## config.mk

```make
export PLATFORM = sky130hd
export DESIGN_NAME = mbox_cmd_sequencer
export DESIGN_NICKNAME = d
export VERILOG_FILES = /design/src/rtl/mbseq_pkg.sv /design/src/rtl/mbseq_fifo.sv /design/src/rtl/mbseq_timer.sv /design/src/rtl/mbox_cmd_sequencer.sv
export SDC_FILE = /design/constraint.sdc
export NUM_CORES = 2
export LEC_CHECK = 0
export ABC_AREA = 0
export BUFFER_PORTS_ARGS = -buffer_cell sky130_fd_sc_hd__clkbuf_2
export CORE_UTILIZATION = 29
export CTS_BUF_LIST = sky130_fd_sc_hd__clkbuf_8
export CTS_CLUSTER_DIAMETER = 120
export DETAILED_ROUTE_END_ITERATION = 10
export GPL_TIMING_DRIVEN = 0
export REMOVE_ABC_BUFFERS = 1
export SLEW_MARGIN = 0
export SYNTH_ARGS = -nofsm -noshare
export SYNTH_HDL_FRONTEND = slang
export SYNTH_SLANG_ARGS = --single-unit
```

## constraint.sdc

```tcl
create_clock -name clk -period 11.57 [get_ports clk]
set_input_delay 2.8925 -clock clk [delete_from_list [all_inputs] [get_ports clk]]
set_output_delay 2.8925 -clock clk [all_outputs]
set_load 0.05 [all_outputs]
```

## src/rtl/mbseq_pkg.sv

```systemverilog
package mbseq_pkg;
  localparam int WORD_W = 64;
  localparam int SEQ_W  = 16;
  localparam int DB_W   = 3;
  localparam int DB_ACK = 0;
  localparam int DB_RSP = 1;
  localparam int DB_RST = 2;

  localparam logic [15:0] FLG_ACK     = 16'h0200;
  localparam logic [15:0] FLG_RSP     = 16'h0100;
  localparam logic [15:0] PRI_SEQ_ERR = 16'h0003;
  localparam logic [15:0] PRI_GENERIC = 16'h00FE;

  typedef enum logic [1:0] {MB_IDLE, MB_SENT, MB_WRESP} mb_state_e;
  typedef enum logic [1:0] {CK_DONE = 2'd0, CK_TMO = 2'd1, CK_ERR = 2'd2} cpl_kind_e;

  // header word: ack request is always forced on
  function automatic logic [WORD_W-1:0] pack_head(logic [15:0] flags, logic [SEQ_W-1:0] seq,
                                                  logic [7:0] cls, logic [7:0] code);
    return {16'h0000, flags | FLG_ACK, seq, cls, code};
  endfunction

  function automatic logic [SEQ_W-1:0] seq_after(logic [SEQ_W-1:0] s, logic [SEQ_W-1:0] top);
    return (s >= top) ? SEQ_W'(1) : s + SEQ_W'(1);
  endfunction

  function automatic logic [DB_W-1:0] clear_mask(logic [DB_W-1:0] seen);
    return {DB_W{1'b1}} & ~seen;
  endfunction

  function automatic logic [WORD_W-1:0] with_primary(logic [WORD_W-1:0] w, logic [15:0] pri);
    return {pri, w[47:0]};
  endfunction
endpackage

```

## src/rtl/mbseq_fifo.sv

```systemverilog
module mbseq_fifo #(
  parameter int W     = 256,
  parameter int DEPTH = 4
) (
  input  logic         clk,
  input  logic         rst_n,
  input  logic         push,
  input  logic [W-1:0] din,
  input  logic         pop,
  output logic [W-1:0] head,
  output logic         full,
  output logic         empty
);
  localparam int AW = (DEPTH > 1) ? $clog2(DEPTH) : 1;
  localparam int CW = AW + 1;

  logic [W-1:0]  mem [DEPTH];
  logic [AW-1:0] wr_p, rd_p;
  logic [CW-1:0] fill;

  assign full  = (fill == CW'(DEPTH));
  assign empty = (fill == '0);
  assign head  = mem[rd_p];

  always_ff @(posedge clk) begin
    if (!rst_n) begin
      wr_p <= '0;
      rd_p <= '0;
      fill <= '0;
    end else begin
      if (push) begin
        mem[wr_p] <= din;
        wr_p <= (wr_p == AW'(DEPTH - 1)) ? '0 : wr_p + AW'(1);
      end
      if (pop)
        rd_p <= (rd_p == AW'(DEPTH - 1)) ? '0 : rd_p + AW'(1);
      fill <= fill + CW'(push) - CW'(pop);
    end
  end

  p_no_overflow_r12: assert property (@(posedge clk) disable iff (!rst_n) push |-> !full);
  p_no_underflow_r12: assert property (@(posedge clk) disable iff (!rst_n) pop |-> !empty);
endmodule

```

## src/rtl/mbseq_timer.sv

```systemverilog
module mbseq_timer #(
  parameter int W = 20
) (
  input  logic         clk,
  input  logic         rst_n,
  input  logic         load,
  input  logic [W-1:0] load_val,
  input  logic         run,
  output logic         zero
);
  logic [W-1:0] cnt;

  always_ff @(posedge clk) begin
    if (!rst_n)                  cnt <= '0;
    else if (load)               cnt <= load_val;
    else if (run && cnt != '0)   cnt <= cnt - W'(1);
  end

  assign zero = (cnt == '0);
endmodule

```

## src/rtl/mbox_cmd_sequencer.sv

```systemverilog
module mbox_cmd_sequencer
  import mbseq_pkg::*;
#(
  parameter int              FIFO_DEPTH = 4,
  parameter int              TMO_W      = 20,
  parameter logic [15:0]     SEQ_MAX    = 16'hFFFE,
  parameter int              FAIL_LIMIT = 3
) (
  input  logic              clk,
  input  logic              rst_n,
  input  logic              cmd_valid,
  output logic              cmd_ready,
  input  logic [15:0]       cmd_flags,
  input  logic [7:0]        cmd_class,
  input  logic [7:0]        cmd_code,
  input  logic [63:0]       cmd_arg1,
  input  logic [63:0]       cmd_arg2,
  input  logic [63:0]       cmd_arg3,
  input  logic [TMO_W-1:0]  tmo_cycles,
  input  logic              resume_issue,
  output logic              mb_ring,
  output logic [63:0]       mb_word0,
  output logic [63:0]       mb_word1,
  output logic [63:0]       mb_word2,
  output logic [63:0]       mb_word3,
  input  logic              mb_fail,
  input  logic [2:0]        hdb_bits,
  input  logic [63:0]       rsp_word0,
  input  logic [63:0]       rsp_word1,
  input  logic [63:0]       rsp_word2,
  input  logic [63:0]       rsp_word3,
  output logic              hdb_clr,
  output logic [2:0]        hdb_and_val,
  output logic              cpl_valid,
  output logic [1:0]        cpl_kind,
  output logic [15:0]       cpl_seq,
  output logic [63:0]       cpl_word0,
  output logic [63:0]       cpl_word1,
  output logic [63:0]       cpl_word2,
  output logic [63:0]       cpl_word3
);
  localparam int ENT_W = 4 * WORD_W;
  localparam int FCW   = $clog2(FAIL_LIMIT + 2);

  mb_state_e           state;
  logic [SEQ_W-1:0]    seq_ctr;
  logic                resend_q, paused_q;
  logic [FCW-1:0]      fail_cnt;

  // queue side
  logic                q_push, q_pop, q_full, q_empty;
  logic [ENT_W-1:0]    q_din, q_head;

  assign cmd_ready = !q_full;
  assign q_push    = cmd_valid && cmd_ready;
  assign q_din     = {cmd_arg3, cmd_arg2, cmd_arg1,
                      pack_head(cmd_flags, seq_ctr, cmd_class, cmd_code)};

  mbseq_fifo #(.W(ENT_W), .DEPTH(FIFO_DEPTH)) u_queue (
    .clk(clk), .rst_n(rst_n), .push(q_push), .din(q_din), .pop(q_pop),
    .head(q_head), .full(q_full), .empty(q_empty));

  // named events
  logic busy, need_rsp, issue_go, send_bad, live;
  logic ev_reset, ev_ack, ev_rsp, ev_tmo, ack_done, finish, tmo_zero;
  logic seq_bad;

  assign busy     = (state != MB_IDLE);
  assign need_rsp = mb_word0[32 + 8];
  assign issue_go = (state == MB_IDLE) && (resend_q || (!q_empty && !paused_q));
  assign q_pop    = issue_go && !resend_q;
  assign send_bad = (state == MB_SENT) && mb_ring && mb_fail;
  assign live     = busy && !send_bad;
  assign ev_reset = live && hdb_bits[DB_RST];
  assign ev_ack   = live && !hdb_bits[DB_RST] && hdb_bits[DB_ACK] && (state == MB_SENT);
  assign ev_rsp   = live && !hdb_bits[DB_RST] && hdb_bits[DB_RSP] && need_rsp;
  assign ev_tmo   = live && (hdb_bits == '0) && tmo_zero;
  assign ack_done = ev_ack && !need_rsp;
  assign finish   = ack_done || ev_rsp || ev_tmo || send_bad;
  assign seq_bad  = (rsp_word0[31:16] != mb_word0[31:16]);

  mbseq_timer #(.W(TMO_W)) u_timer (
    .clk(clk), .rst_n(rst_n), .load(issue_go), .load_val(tmo_cycles),
    .run(busy && (hdb_bits == '0)), .zero(tmo_zero));

  // completion record
  logic [WORD_W-1:0] fin_w0, fin_w1, fin_w2, fin_w3;
  cpl_kind_e         fin_kind;

  always_comb begin
    fin_kind = CK_DONE;
    fin_w0 = '0; fin_w1 = '0; fin_w2 = '0; fin_w3 = '0;
    if (send_bad || ev_tmo) begin
      fin_kind = send_bad ? CK_ERR : CK_TMO;
      fin_w0   = with_primary('0, PRI_GENERIC);
    end else if (ev_rsp) begin
      fin_w0 = seq_bad ? with_primary(rsp_word0, PRI_SEQ_ERR) : rsp_word0;
      fin_w1 = rsp_word1;
      fin_w2 = rsp_word2;
      fin_w3 = rsp_word3;
    end
  end

  logic [FCW-1:0] fail_next;
  assign fail_next = fail_cnt + FCW'(1);

  always_ff @(posedge clk) begin
    if (!rst_n) begin
      state     <= MB_IDLE;
      seq_ctr   <= SEQ_W'(1);
      resend_q  <= 1'b0;
      paused_q  <= 1'b0;
      fail_cnt  <= '0;
      mb_ring   <= 1'b0;
      mb_word0  <= '0; mb_word1 <= '0; mb_word2 <= '0; mb_word3 <= '0;
      hdb_clr   <= 1'b0;
      hdb_and_val <= '0;
      cpl_valid <= 1'b0;
      cpl_kind  <= 2'd0;
      cpl_seq   <= '0;
      cpl_word0 <= '0; cpl_word1 <= '0; cpl_word2 <= '0; cpl_word3 <= '0;
    end else begin
      if (q_push) seq_ctr <= seq_after(seq_ctr, SEQ_MAX);

      mb_ring     <= issue_go;
      hdb_clr     <= (hdb_bits != '0);
      hdb_and_val <= clear_mask(hdb_bits);
      cpl_valid   <= finish;
      if (finish) begin
        cpl_kind  <= fin_kind;
        cpl_seq   <= mb_word0[31:16];
        cpl_word0 <= fin_w0; cpl_word1 <= fin_w1;
        cpl_word2 <= fin_w2; cpl_word3 <= fin_w3;
      end

      if (issue_go) begin
        state    <= MB_SENT;
        resend_q <= 1'b0;
        if (!resend_q) begin
          mb_word0 <= q_head[0 +: 64];
          mb_word1 <= q_head[64 +: 64];
          mb_word2 <= q_head[128 +: 64];
          mb_word3 <= q_head[192 +: 64];
        end
      end else if (finish) begin
        state <= MB_IDLE;
      end else if (ev_reset) begin
        state    <= MB_IDLE;
        resend_q <= 1'b1;
      end else if (ev_ack) begin
        state <= MB_WRESP;
      end

      if (resume_issue) begin
        paused_q <= 1'b0;
        fail_cnt <= '0;
      end
      if (send_bad) begin
        fail_cnt <= fail_next;
        if (int'(fail_next) > FAIL_LIMIT) paused_q <= 1'b1;
      end else if (state == MB_SENT && mb_ring) begin
        fail_cnt <= '0;
      end
    end
  end

  // checker state: command in flight between a ring and its retirement
  logic flight_q;
  always_ff @(posedge clk) begin
    if (!rst_n) flight_q <= 1'b0;
    else        flight_q <= (flight_q || mb_ring) && !(cpl_valid || ev_reset);
  end

  p_single_r1: assert property (@(posedge clk) disable iff (!rst_n) mb_ring |-> !flight_q);
  p_ack_flag_r2: assert property (@(posedge clk) disable iff (!rst_n)
    mb_ring |-> (mb_word0[41] && mb_word0[63:48] == 16'h0000));
  p_seq_range_r3: assert property (@(posedge clk) disable iff (!rst_n)
    mb_ring |-> (mb_word0[31:16] != 16'h0000 && mb_word0[31:16] <= SEQ_MAX));
  p_clear_r7: assert property (@(posedge clk) disable iff (!rst_n)
    hdb_clr |-> ((hdb_and_val | $past(hdb_bits)) == 3'b111 && (hdb_and_val & $past(hdb_bits)) == 3'b000));
  p_reset_quiet_r8: assert property (@(posedge clk) disable iff (!rst_n) ev_reset |=> !cpl_valid);
  p_fail_code_r9: assert property (@(posedge clk) disable iff (!rst_n)
    (cpl_valid && cpl_kind != 2'd0) |-> cpl_word0 == {16'h00FE, 48'h0});
endmodule

```

==> reports/metrics.csv <==
stage;metric;value;unit
grt;grt_pass1_wl;241000;um
routing;wl_per_cell;24.4;um
hold_path;hold_path.startpoint;mb_word2[55];
pwr;clock_power_share;0.293;
grt;grt_pass1_vias;33100;
clock_network;clkTransAtPathRegs;0.05;ns
floorplan;num_rows;158;
routing;drtPass1Iterations;5;
clock_network;htreeDepth;5;
synth;synth_seq_cells;1526;
clock_network;cts_buffers;281;
grt;antenna_found_initial;77;
routing;top_layer;met5;
routing;vias;33700;
clock_network;postCtsSetupBuffers;0;
routing;wl_met1;61500;um
placed_design;dp_hpwl;121000;um
clock_network;clk_path_buf_depth;4;
clock_network;clk_latency;1.01;ns
synth;ys_warn_count;0;
clock_network;hold_buffers;0;
synth;synthFlopType;edfxtp_1;
hold_path;min_path_type;flop to flop;
timing;rsz0062_at_grt;false;
worst_setup_path;required;12.47;ns
timing;finalSetupViolCount;0;
synth;ys_seq_area_frac;0.741;
synth;synth_cells;3320;
layout;area_delta_synth_final;26.1;%
synth;ys_types;66;
pwr;leakagePower;25.6;nW
timing;fmax;0.171;GHz
timing;slew_headroom;-0.00842;
routing;wl_met3;13300;um
synth;async_flop_share;0;
layout;nets;5012;
clock_network;cts_tree;built;
routing;drc;0;
pwr;p_sw_frac;0.365;
timing;period_needed;5.85;ns
timing;final.period_utilization;0.505;
floorplan;pin_count;1045;
pwr;finalPower;16.5;mW
worst_setup_path;end_kind;flop;
worst_setup_path;reg2reg_to;u_queue.mem[3][157];
routing;final_antenna_net_count;0;
grt;gr-total-overflow;0;
job;drv_cap;1;
grt;grt_max_degree;102;
placed_design;place.gp.congestion;0.847;
timing;worst-slew-pin-transition;1.51;ns
pwr;power.switching;6.03;mW
worst_setup_path;r2r_cells;9;
routing;vias_per_cell;4.67;
clock_network;clock-sinks;1526;
floorplan;die_area;189000;um^2
routing;drt_iter0_drc;1825;
timing;finalHoldViolations;0;
run_status;violations;capacitance limit, slew limit;
worst_setup_path;reg2reg_setup_slack;8.00;ns
synth;syn_area;54200;um^2
floorplan;die_w;434;um
synth;synth_edf_count;956;
routing;wl_met2;90200;um
hold_path;holdPathStages;2;
worst_setup_path;r2r_start;u_queue.fill[1];
worst_setup_path;start_kind;primary input;
pwr;p_comb_frac;0.297;
timing;clock_skew;0.0752;ns
run_status;status;complete, but fails checks;
layout;fin_util;0.368;
floorplan;start_util;0.292;
pwr;p_int;10.5;mW
hold_path;hold_end;mb_word2[55];
floorplan;core_area;185000;um^2
worst_setup_path;crit_fanout;69;
placed_design;port_buffers;1027;
clock_network;cts_resized;0;
synth;post_synth.cell_area_avg;16.3;um^2
worst_setup_path;arrival;6.74;ns
grt;track_usage;0.180;
routing;wirelength;176000;um
timing;timing.hold.ws;0.452;ns
pwr;p_per_area;242;nW/um^2
layout;drive_gt1_frac;0.367;
pwr;seqPwrFrac;0.410;
timing;slew_violations;15;
floorplan;fp.dieH;434;um
worst_setup_path;crit_type;primary input to flop;
clock_network;root_buffer;clkbuf_8;
pwr;irDropWorstVdd;0.000195;V
-- worst max path at each step --
stage,start,endpoint,depth (start not counted)
after floorplan,rst_n,state[1],3
after global placement,rst_n,cpl_word0[11],4
after detailed placement,rst_n,cpl_word0[23],8
after CTS,rst_n,cpl_word0[23],8
after global routing,rst_n,cpl_word0[23],8
final,rst_n,cpl_word0[23],8
-- logic make-up after synthesis --
logic type	after synthesis	share of synthesized area
flops	1526	0.741
simple gates	661	0.0509
mux	256	0.103
compound gates	584	0.0737
xor+xnor	39	0.00631
other cells	1	0.0000692
buf+inv	239	0.0224
fa+ha+maj	14	0.00337
-- cell usage after synthesis, types with 9 or more instances --
| cell | number | share of area |
|---|---|---|
| edfxtp_1 | 956 | 0.53 |
| dfxtp_1 | 570 | 0.21 |
| nand2_1 | 527 | 0.037 |
| a21oi_1 | 260 | 0.024 |
| a22o_1 | 248 | 0.040 |
| mux4_2 | 239 | 0.099 |
| clkbuf_1 | 101 | 0.0070 |
| buf_2 | 77 | 0.0071 |
| nor2_1 | 47 | 0.0033 |
| xor2_1 | 31 | 0.0050 |
| o21ai_0 | 23 | 0.0021 |
| buf_6 | 20 | 0.0042 |
| buf_4 | 18 | 0.0025 |
| mux2i_1 | 17 | 0.0031 |
| inv_1 | 14 | 0.00097 |
| a31oi_1 | 13 | 0.0015 |
| ha_1 | 13 | 0.0030 |
| or3_1 | 11 | 0.0013 |
| or4_1 | 10 | 0.0014 |
| nand4_1 | 9 | 0.0010 |
-- power groups by stage --
stage	Combinational, mW	Sequential [mW]	Clock [mW]
after floorplan	2.17	8.38	0
after global placement	4.88	7.21	0
after detailed placement	4.98	6.88	0
after CTS	4.99	6.77	4.99
after global routing	5.21	6.84	5.21
final	4.91	6.77	4.83
-- sequential cells by signal (all words and copies together) (netlist names), 20 cells and up --
signal / cells
mb_word0: 48
mb_word1: 64
u_queue.mem: 956
cpl_word1: 64
u_timer.cnt: 20
mb_word3: 64
cpl_word2: 64
cpl_word3: 64
cpl_word0: 64
mb_word2: 64
-- final cells by class --
| class | count | area [um^2] |
|---|---|---|
| clock buffers | 322 | 4430 |
| flip-flops and latches | 1526 | 40100 |
| clock inverters | 160 | 792 |
| multi-input cells | 1570 | 12900 |
| well taps | 2480 | 3100 |
| repair buffers | 1095 | 6750 |
| inverters | 16 | 72.6 |
| diodes | 43 | 108 |
| fillers | 17800 | 117000 |
-- layout by cell type, fill, tap and decap left out, types with 7 or more instances in the layout --
cell / instances
buf_8: 9
nand2_1: 527
xor2_1: 31
o21ai_0: 23
o31ai_1: 8
nor2_1: 47
buf_6: 9
buf_16: 49
mux4_2: 239
dfxtp_1: 568
diode_2: 43
xnor2_1: 8
a21oi_1: 260
o2bb2ai_1: 7
mux2i_1: 17
clkbuf_8: 322
edfxtp_1: 956
clkinv_2: 27
ha_1: 13
nand3_1: 8
or3_1: 11
nand4_1: 9
clkbuf_2: 1027
a22o_1: 248
clkinv_1: 18
conb_1: 16
nor4_1: 8
inv_1: 113
or4_1: 10
a31oi_1: 13
-- critical path, cell delays in order --
cell	delay, ns
clkbuf_2	0.94
clkinv_4	0.90
nor3_4	0.95
buf_16	0.24
buf_16	0.17
buf_8	0.20
buf_16	0.18
a22o_1	0.16
-- routing by layer --
| metal | global-route usage | vias up |
|---|---|---|
| met5 | 0 | - |
| met4 | 0.124 | 24 |
| met3 | 0.0582 | 411 |
| met2 | 0.308 | 1226 |
| met1 | 0.186 | 16900 |
| li1 | - | 15200 |
-- stage by stage --
| step | setup TNS, ns | setup WS, ns | std cells | cell area, um^2 |
|---|---|---|---|---|
| 5_1_grt | 0 | 5.57 | 7206 | 68300 |
| 3_5_place_dp | 0 | 4.75 | 6687 | 63000 |
| 6_report | 0 | 5.72 | 7212 | 68300 |
| 3_3_place_gp | - | -19.19 | 6619 | 61300 |
| 2_1_floorplan | -1113.27 | -4.45 | 3112 | 53100 |
| 4_1_cts | 0 | 5.84 | 7169 | 68200 |
No activity file was read; power rests on OpenSTA's default activity.
